## config.mk

```make
export PLATFORM = sky130hd
export DESIGN_NAME = bus_cycle_seq
export DESIGN_NICKNAME = d
export VERILOG_FILES = /design/src/rtl/bcs_pkg.sv /design/src/rtl/bcs_fsm.sv /design/src/rtl/bcs_latch.sv /design/src/rtl/bcs_pins.sv /design/src/rtl/bus_cycle_seq.sv
export SDC_FILE = /design/constraint.sdc
export NUM_CORES = 1
export LEC_CHECK = 0
export BUFFER_PORTS_ARGS = -buffer_cell sky130_fd_sc_hd__buf_2
export CAP_MARGIN = 20
export CORE_UTILIZATION = 49
export CTS_CLUSTER_SIZE = 28
export DETAILED_ROUTE_END_ITERATION = 7
export GPL_ROUTABILITY_DRIVEN = 0
export PLACE_DENSITY = 0.8
export SLEW_MARGIN = 25
export SYNTH_ARGS = -nofsm -noshare
export SYNTH_HDL_FRONTEND = slang
export SYNTH_SLANG_ARGS = --single-unit
```

## constraint.sdc

```tcl
create_clock -name clk_i -period 1.9 [get_ports clk_i]
set_input_delay 0.285 -clock clk_i [delete_from_list [all_inputs] [get_ports clk_i]]
set_output_delay 0.285 -clock clk_i [all_outputs]
set_load 0.03 [all_outputs]
```

## src/rtl/bcs_pkg.sv

```systemverilog
package bcs_pkg;
  typedef enum logic [2:0] {
    S_IDLE = 3'd0,
    S_T1   = 3'd1,
    S_T2   = 3'd2,
    S_TW   = 3'd3,
    S_T3   = 3'd4,
    S_T4   = 3'd5
  } bcs_state_e;
endpackage

```

## src/rtl/bcs_fsm.sv

```systemverilog
module bcs_fsm
  import bcs_pkg::*;
(
  input  logic       clk_i,
  input  logic       rst_ni,
  input  logic       req_i,
  input  logic       ready_i,
  output bcs_state_e state_o,
  output logic       accept_o
);
  bcs_state_e state_q, state_d;

  assign accept_o = req_i && (state_q == S_IDLE || state_q == S_T4);

  always_comb begin
    state_d = state_q;
    unique case (state_q)
      S_IDLE:  if (req_i) state_d = S_T1;
      S_T1:    state_d = S_T2;
      S_T2:    state_d = ready_i ? S_T3 : S_TW;
      S_TW:    state_d = ready_i ? S_T3 : S_TW;
      S_T3:    state_d = S_T4;
      S_T4:    state_d = req_i ? S_T1 : S_IDLE;
      default: state_d = S_IDLE;
    endcase
  end

  always_ff @(posedge clk_i or negedge rst_ni) begin
    if (!rst_ni) state_q <= S_IDLE;
    else         state_q <= state_d;
  end

  assign state_o = state_q;
endmodule

```

## src/rtl/bcs_latch.sv

```systemverilog
module bcs_latch
  import bcs_pkg::*;
#(
  parameter int ADDR_W = 20,
  parameter int DATA_W = 8
) (
  input  logic              clk_i,
  input  logic              rst_ni,
  input  logic              accept_i,
  input  bcs_state_e        state_i,
  input  logic [ADDR_W-1:0] addr_i,
  input  logic              wr_i,
  input  logic              io_i,
  input  logic [DATA_W-1:0] wdata_i,
  input  logic [DATA_W-1:0] ad_i,
  output logic [ADDR_W-1:0] addr_o,
  output logic              wr_o,
  output logic              io_o,
  output logic [DATA_W-1:0] wdata_o,
  output logic [DATA_W-1:0] rdata_o
);
  always_ff @(posedge clk_i or negedge rst_ni) begin
    if (!rst_ni) begin
      addr_o  <= '0;
      wr_o    <= 1'b0;
      io_o    <= 1'b0;
      wdata_o <= '0;
    end else if (accept_i) begin
      addr_o  <= addr_i;
      wr_o    <= wr_i;
      io_o    <= io_i;
      wdata_o <= wdata_i;
    end
  end

  // read byte taken as T3 closes
  always_ff @(posedge clk_i or negedge rst_ni) begin
    if (!rst_ni)                      rdata_o <= '0;
    else if (state_i == S_T3 && !wr_o) rdata_o <= ad_i;
  end
endmodule

```

## src/rtl/bcs_pins.sv

```systemverilog
module bcs_pins
  import bcs_pkg::*;
#(
  parameter int ADDR_W = 20,
  parameter int DATA_W = 8,
  localparam int HI_W  = ADDR_W - DATA_W
) (
  input  bcs_state_e        state_i,
  input  logic [ADDR_W-1:0] addr_i,
  input  logic              wr_i,
  input  logic              io_i,
  input  logic [DATA_W-1:0] wdata_i,
  output logic [DATA_W-1:0] ad_o,
  output logic              ad_oe_o,
  output logic [HI_W-1:0]   a_hi_o,
  output logic              ale_o,
  output logic              rd_no,
  output logic              wr_no,
  output logic              dtr_no,
  output logic              den_no,
  output logic              iom_o
);
  logic in_cyc, cmd_ph, data_ph;

  assign in_cyc  = state_i inside {S_T1, S_T2, S_TW, S_T3, S_T4};
  assign cmd_ph  = state_i inside {S_T2, S_TW, S_T3};
  assign data_ph = state_i inside {S_T2, S_TW, S_T3, S_T4};

  always_comb begin
    ale_o   = (state_i == S_T1);
    rd_no   = !(cmd_ph && !wr_i);
    wr_no   = !(cmd_ph && wr_i);
    den_no  = !cmd_ph;
    dtr_no  = in_cyc ? wr_i : 1'b1;
    iom_o   = in_cyc && io_i;
    a_hi_o  = in_cyc ? addr_i[ADDR_W-1:DATA_W] : '0;
    ad_oe_o = 1'b0;
    ad_o    = '0;
    if (state_i == S_T1) begin
      ad_oe_o = 1'b1;
      ad_o    = addr_i[DATA_W-1:0];
    end else if (data_ph && wr_i) begin
      ad_oe_o = 1'b1;
      ad_o    = wdata_i;
    end
  end
endmodule

```

## src/rtl/bus_cycle_seq.sv

```systemverilog
module bus_cycle_seq
  import bcs_pkg::*;
#(
  parameter int ADDR_W = 20,
  parameter int DATA_W = 8,
  localparam int HI_W  = ADDR_W - DATA_W
) (
  input  logic              clk_i,
  input  logic              rst_ni,
  input  logic              req_i,
  input  logic [ADDR_W-1:0] addr_i,
  input  logic              wr_i,
  input  logic              io_i,
  input  logic [DATA_W-1:0] wdata_i,
  input  logic              ready_i,
  input  logic [DATA_W-1:0] ad_i,
  output logic [DATA_W-1:0] ad_o,
  output logic              ad_oe_o,
  output logic [HI_W-1:0]   a_hi_o,
  output logic              ale_o,
  output logic              rd_no,
  output logic              wr_no,
  output logic              dtr_no,
  output logic              den_no,
  output logic              iom_o,
  output logic [DATA_W-1:0] rdata_o,
  output logic              done_o
);
  bcs_state_e        state;
  logic              accept;
  logic [ADDR_W-1:0] cur_addr;
  logic              cur_wr, cur_io;
  logic [DATA_W-1:0] cur_wdata;

  bcs_fsm u_fsm (
    .clk_i    (clk_i),
    .rst_ni   (rst_ni),
    .req_i    (req_i),
    .ready_i  (ready_i),
    .state_o  (state),
    .accept_o (accept)
  );

  bcs_latch #(.ADDR_W(ADDR_W), .DATA_W(DATA_W)) u_latch (
    .clk_i    (clk_i),
    .rst_ni   (rst_ni),
    .accept_i (accept),
    .state_i  (state),
    .addr_i   (addr_i),
    .wr_i     (wr_i),
    .io_i     (io_i),
    .wdata_i  (wdata_i),
    .ad_i     (ad_i),
    .addr_o   (cur_addr),
    .wr_o     (cur_wr),
    .io_o     (cur_io),
    .wdata_o  (cur_wdata),
    .rdata_o  (rdata_o)
  );

  bcs_pins #(.ADDR_W(ADDR_W), .DATA_W(DATA_W)) u_pins (
    .state_i (state),
    .addr_i  (cur_addr),
    .wr_i    (cur_wr),
    .io_i    (cur_io),
    .wdata_i (cur_wdata),
    .ad_o    (ad_o),
    .ad_oe_o (ad_oe_o),
    .a_hi_o  (a_hi_o),
    .ale_o   (ale_o),
    .rd_no   (rd_no),
    .wr_no   (wr_no),
    .dtr_no  (dtr_no),
    .den_no  (den_no),
    .iom_o   (iom_o)
  );

  assign done_o = (state == S_T4);
endmodule

```

---- After elaboration in Yosys (flattened, before gate mapping) ----
Cells that the tools add are included.
word-level totals
  bits in registers ....................... 41
  input bits .............................. 42
  output and inout port bits .............. 36
  word-level logic and storage cells ...... 38
cells by class
  eq/ne operators ......................... 6
  mux-type cells .......................... 10
  reductions and logical operators ........ 16
operators with widths
  kind                                                 number
  2-to-1 mux 8 bit                                     2
  case mux 3 bit (5 select lines)                      1
  2-to-1 mux 12 bit                                    1
  equality test 3 x 2 -> 1 bit, second input constant  2
  equality test 3 bit, second input constant           2
  logical AND 1 bit                                    6
  2-to-1 mux 3 bit                                     2
  nonzero test 5 bit                                   1
  logical NOT 1 bit                                    4
  2-to-1 mux 1 bit                                     4
  nonzero test 4 bit                                   1
  equality test 3 x 1 -> 1 bit, second input constant  1
  logical NOT 3 bit                                    1
  nonzero test 3 bit                                   1
  inequality test 2 bit, second input constant         1
  OR reduction 2 bit                                   1
  logical OR 1 bit                                     1

---- Depth between registers and ports, before layout ----
  depth in word-level cells ............... 5
  gate-level depth with buffers ........... 7
  depth with buffers taken out ............ 5

---- By module ----
Synthesis repeated with hierarchy kept, for this count alone.
unflattened totals
  cells, all modules ...................... 141
  area, all modules ....................... 1,960.6 um2
modules (own cells, without submodules)
  module         times used  cells an instance  area an instance (um2)  seq. area each (um2)
  bcs_latch      1           80                 1,417.6                 950.9
  bcs_pins       1           46                 387.9                   0.0
  bcs_fsm        1           14                 146.4                   75.1
  bus_cycle_seq  1           1                  8.8                     0.0

---- Least setup slack after synthesis ----
Ideal clock, no wire load.
  path type ............................... register -> output
  from .................................... reg u_fsm.state_q[2] (netlist: u_fsm.state_o[2])
  to ...................................... out ad_o[0]
  data arrival time ....................... 1.907 ns
  setup slack ............................. -0.292 ns
  cell stages (with the launch flop) ...... 8
  buffers on the path ..................... 2
  path through ............................ dfrtp_1 > buf_4 > inv_1 > ha_1 > nor2b_1 > clkbuf_1 > nand2_1 > o21ai_0
on the way
  word-level cells in the longest chain between the ends .. 5
  elaborated cells on any way between the ends .. 9
  classes of those cells .................. eq/ne (5); mux (2); reduce/logical (2)
RTL lines
  what                                                                        line                 text
  start: declaration                                                          bcs_fsm.sv:11        bcs_state_e state_q, state_d;
  start signal: assignment                                                    bcs_fsm.sv:30        else state_q <= state_d;
  equality test 3 x 2 -> 1 bit / equality test 3 bit (equally long branches)  bcs_pins.sv:27       assign data_ph = state_i inside {S_T2, S_TW, S_T3, S_T4};
  nonzero test 4 bit                                                          bcs_pins.sv:27
  logical AND 1 bit                                                           bcs_pins.sv:42       end else if (data_ph && wr_i) begin
  2-to-1 mux 8 bit                                                            bcs_pins.sv:42
  2-to-1 mux 8 bit (*)                                                        bcs_pins.sv:39       if (state_i == S_T1) begin
  end: declaration                                                            bus_cycle_seq.sv:17  output logic [DATA_W-1:0] ad_o,
Mark *: on every way between the ends. The rest lies on a longest branch, timed or not.

---- Final worst setup path ----
  from .................................... reg u_fsm.state_q[1] (netlist: u_fsm.state_o[1])
  to ...................................... out ad_o[5]
The elaborated chain is that of the path after synthesis.

==> metrics <==
grt met1 use 28.2%; pre-CTS setup slack 0.0234 ns; fin crit period 1.97 ns; Clock Path Buffers 2; Crit. End Element primary output; DRC errors left 0; # H-tree levels 2; Worst-Margin Slew 0.503 ns; met3 Track Usage GR 7.19%; sequential share of the synthesized area 50.3%; Worst-path clk slew 0.09 ns; RSZ-0062 raised after global routing true; commonest non-fill, non-tap cells in the layout buf_2, dfrtp_1, mux2_4; DR vias/cell 5.12; M2 GR Usage 36.4%; average routed wire per standard cell 16.0 um; grt total ovfl 0; Reg2Reg Setup Slack 0.16 ns; worst r2r src u_fsm.state_o[0]; Hold Path Class in -> async; CTS root buf clkbuf_8; failing checks setup timing; DRT Pass-1 Iters 6; Die X 66.5 um; initial DRC count 54; Initial Util 51.0%; path depth of the worst reg2reg path 5; antenna-violating nets left 0; Synth Net Count 198; Pleak 0.00139 uW; Final Instance Count excl. Fillers 297; Slew Limit Fails 0; PortBufs 77; Die ar. 4420 um2; Netlist Area Pre-Place 2040 um2; post-layout instance area 2830 um2; commonest non-fill, non-tap cell in the layout buf_2; clk_skew 0.00972 ns; yosys warns 0; gr usage total 22.3%; P&R area growth vs syn 38.8%; # nets final 290; # diodes 0; slack of the critical path -0.0670 ns; synth unique cells 28; syn_area_per_cell 13.2 um2; layout cells sized above 1 66.4%; number of global-route vias before repair 1,487; Setup Viol. Count Final 23; Fillers 272; Multi-input gate area 1050 um2; outcome finished, violations left; CP Data Arrival Time 1.68 ns; storage element area 1030 um2; Post-Synthesis Cells 154; startpoint class of the critical path flop; Cell Rows 23; final critical-path share of the clock period 104%; busiest grt layer met2; final WL 4750 um; Die Ht 66.5 um; CTS tree built; Rel. slew slack 66.4%; placed cell count 280; Setup CP Type reg -> out; Hold Vio Cnt, Final 0; minimum hold slack 0.0272 ns; Fmax 508 MHz; Skew-Pair Late Insertion Delay 0.30 ns; Vias 1,520; CTS Sinks 41; Placed Area 2490 um2; Reg-to-Reg End u_latch.addr_o[12]; first-pass GRT wire length 7040 um; hpwl dp 2950 um; pwr dens 2250 nW/um2; Num CTS Buffers 5; crit-path max FO 5; initial antenna violation count 0; VDD IR-drop max 0.00146 V; Max-Cap Viols 0; total core area 4000 um2; largest net degree at the start of global routing 42; Worst Path Required 1.62 ns; #FFs+latches synth 41; Ports 78
[worst max-delay path: stages, from the launching register on]
cell and delay [ns]:
dfrtp_2 0.47, buf_6 0.14, nor3b_4 0.30, buf_6 0.18
nand2_2 0.05, o21ai_1 0.07, buf_4 0.17
[what timing repair did]
item | CTS | global route
hold endpoints to repair | 0 | 0
hold buffers | 0 | 0
pin swaps | 2 | 6
gates resized for setup | 29 | 28
buffers inserted | 4 | 1
endpoints found under the setup margin | 24 | 25
gates cloned | 3 | 1
[state kept, by name, summed over array words and instances, names as in the netlist]
name / flops
u_latch.io_o: 1
u_latch.rdata_o: 8
u_latch.wr_o: 1
u_fsm.state_o: 3
u_latch.addr_o: 20
u_latch.wdata_o: 8
[cells in the mapped netlist, drive strengths merged]
cell type  instances  area, um2
nand2b             1       6.26
buf                7       65.1
or2                2       12.5
clkbuf             2       7.51
ha                 2       25.0
nor3b              4       46.3
dfrtp             41       1030
nor2b              2       12.5
nand2             17       63.8
a21oi              5       25.0
mux2              38        541
inv                1       3.75
nand3b             1       7.51
o21ai              9       45.0
o21a               1       7.51
and2              13       81.3
nor3               2       10.0
xor2               1       8.76
nor2               3       27.5
or3b               1       11.3
or3                1       6.26
[area by class of cell]
| class | count | share of cell area [%] |
|---|---|---|
| clock buffers | 5 | 2.43 |
| clock inverters | 3 | 0.751 |
| inverters | 1 | 0.133 |
| multi-input cells | 104 | 37.0 |
| flip-flops and latches | 41 | 36.3 |
| well taps | 50 | 2.21 |
| repair buffers | 93 | 21.2 |
[logic make-up (layout without fill, tap and decap cells)]
| family | count (synthesis) | count (layout) | synth area share [%] |
|---|---|---|---|
| and+or+nand+nor | 47 | 47 | 14.0 |
| DFF | 41 | 41 | 50.3 |
| muxes | 38 | 38 | 26.5 |
| AOI/OAI and AO/OA | 15 | 16 | 3.80 |
| buffers and inverters | 10 | 102 | 3.74 |
| adders and majority gates | 2 | 2 | 1.23 |
| xor gates and xnor gates | 1 | 1 | 0.430 |
[worst max path at each step]
stage / from / end / slack, ns / cells after the start
global placement: u_fsm.state_o[1] / a_hi_o[10] / 0.13 / 4
global route: u_fsm.state_o[0] / ad_o[4] / -0.16 / 6
CTS: u_fsm.state_o[1] / ad_o[4] / -0.04 / 6
floorplan: u_fsm.state_o[2] / ad_o[0] / -0.07 / 7
detailed placement: u_fsm.state_o[1] / a_hi_o[4] / 0.02 / 4
finish: u_fsm.state_o[1] / ad_o[5] / -0.07 / 6
[through the flow]
| stage | TNS [ns] | util [%] | total power (uW) |
|---|---|---|---|
| 6_report | -0.748 | 70.8 | 6370 |
| 5_1_grt | -2.58 | 70.8 | 6700 |
| 4_1_cts | -0.266 | 68.0 | 6030 |
| 3_5_place_dp | 0 | 62.2 | 5040 |
| 3_3_place_gp | 0 | 62.2 | 4970 |
| 2_1_floorplan | -0.549 | - | 4230 |
[where the power goes]
part | internal (uW) | switching, uW
combinational | 1930 | 2220
sequential | 1330 | 314
clock | 261 | 320
total | 3520 | 2850
[layer usage]
metal  part of all wire [%]  vias to the layer above
li1                       -                      706
met1                     42                      763
met2                     53                       45
met3                    4.3                        6
met4                   0.88                        0
met5                      0                        -
Power figures use the tool's default switching activity.
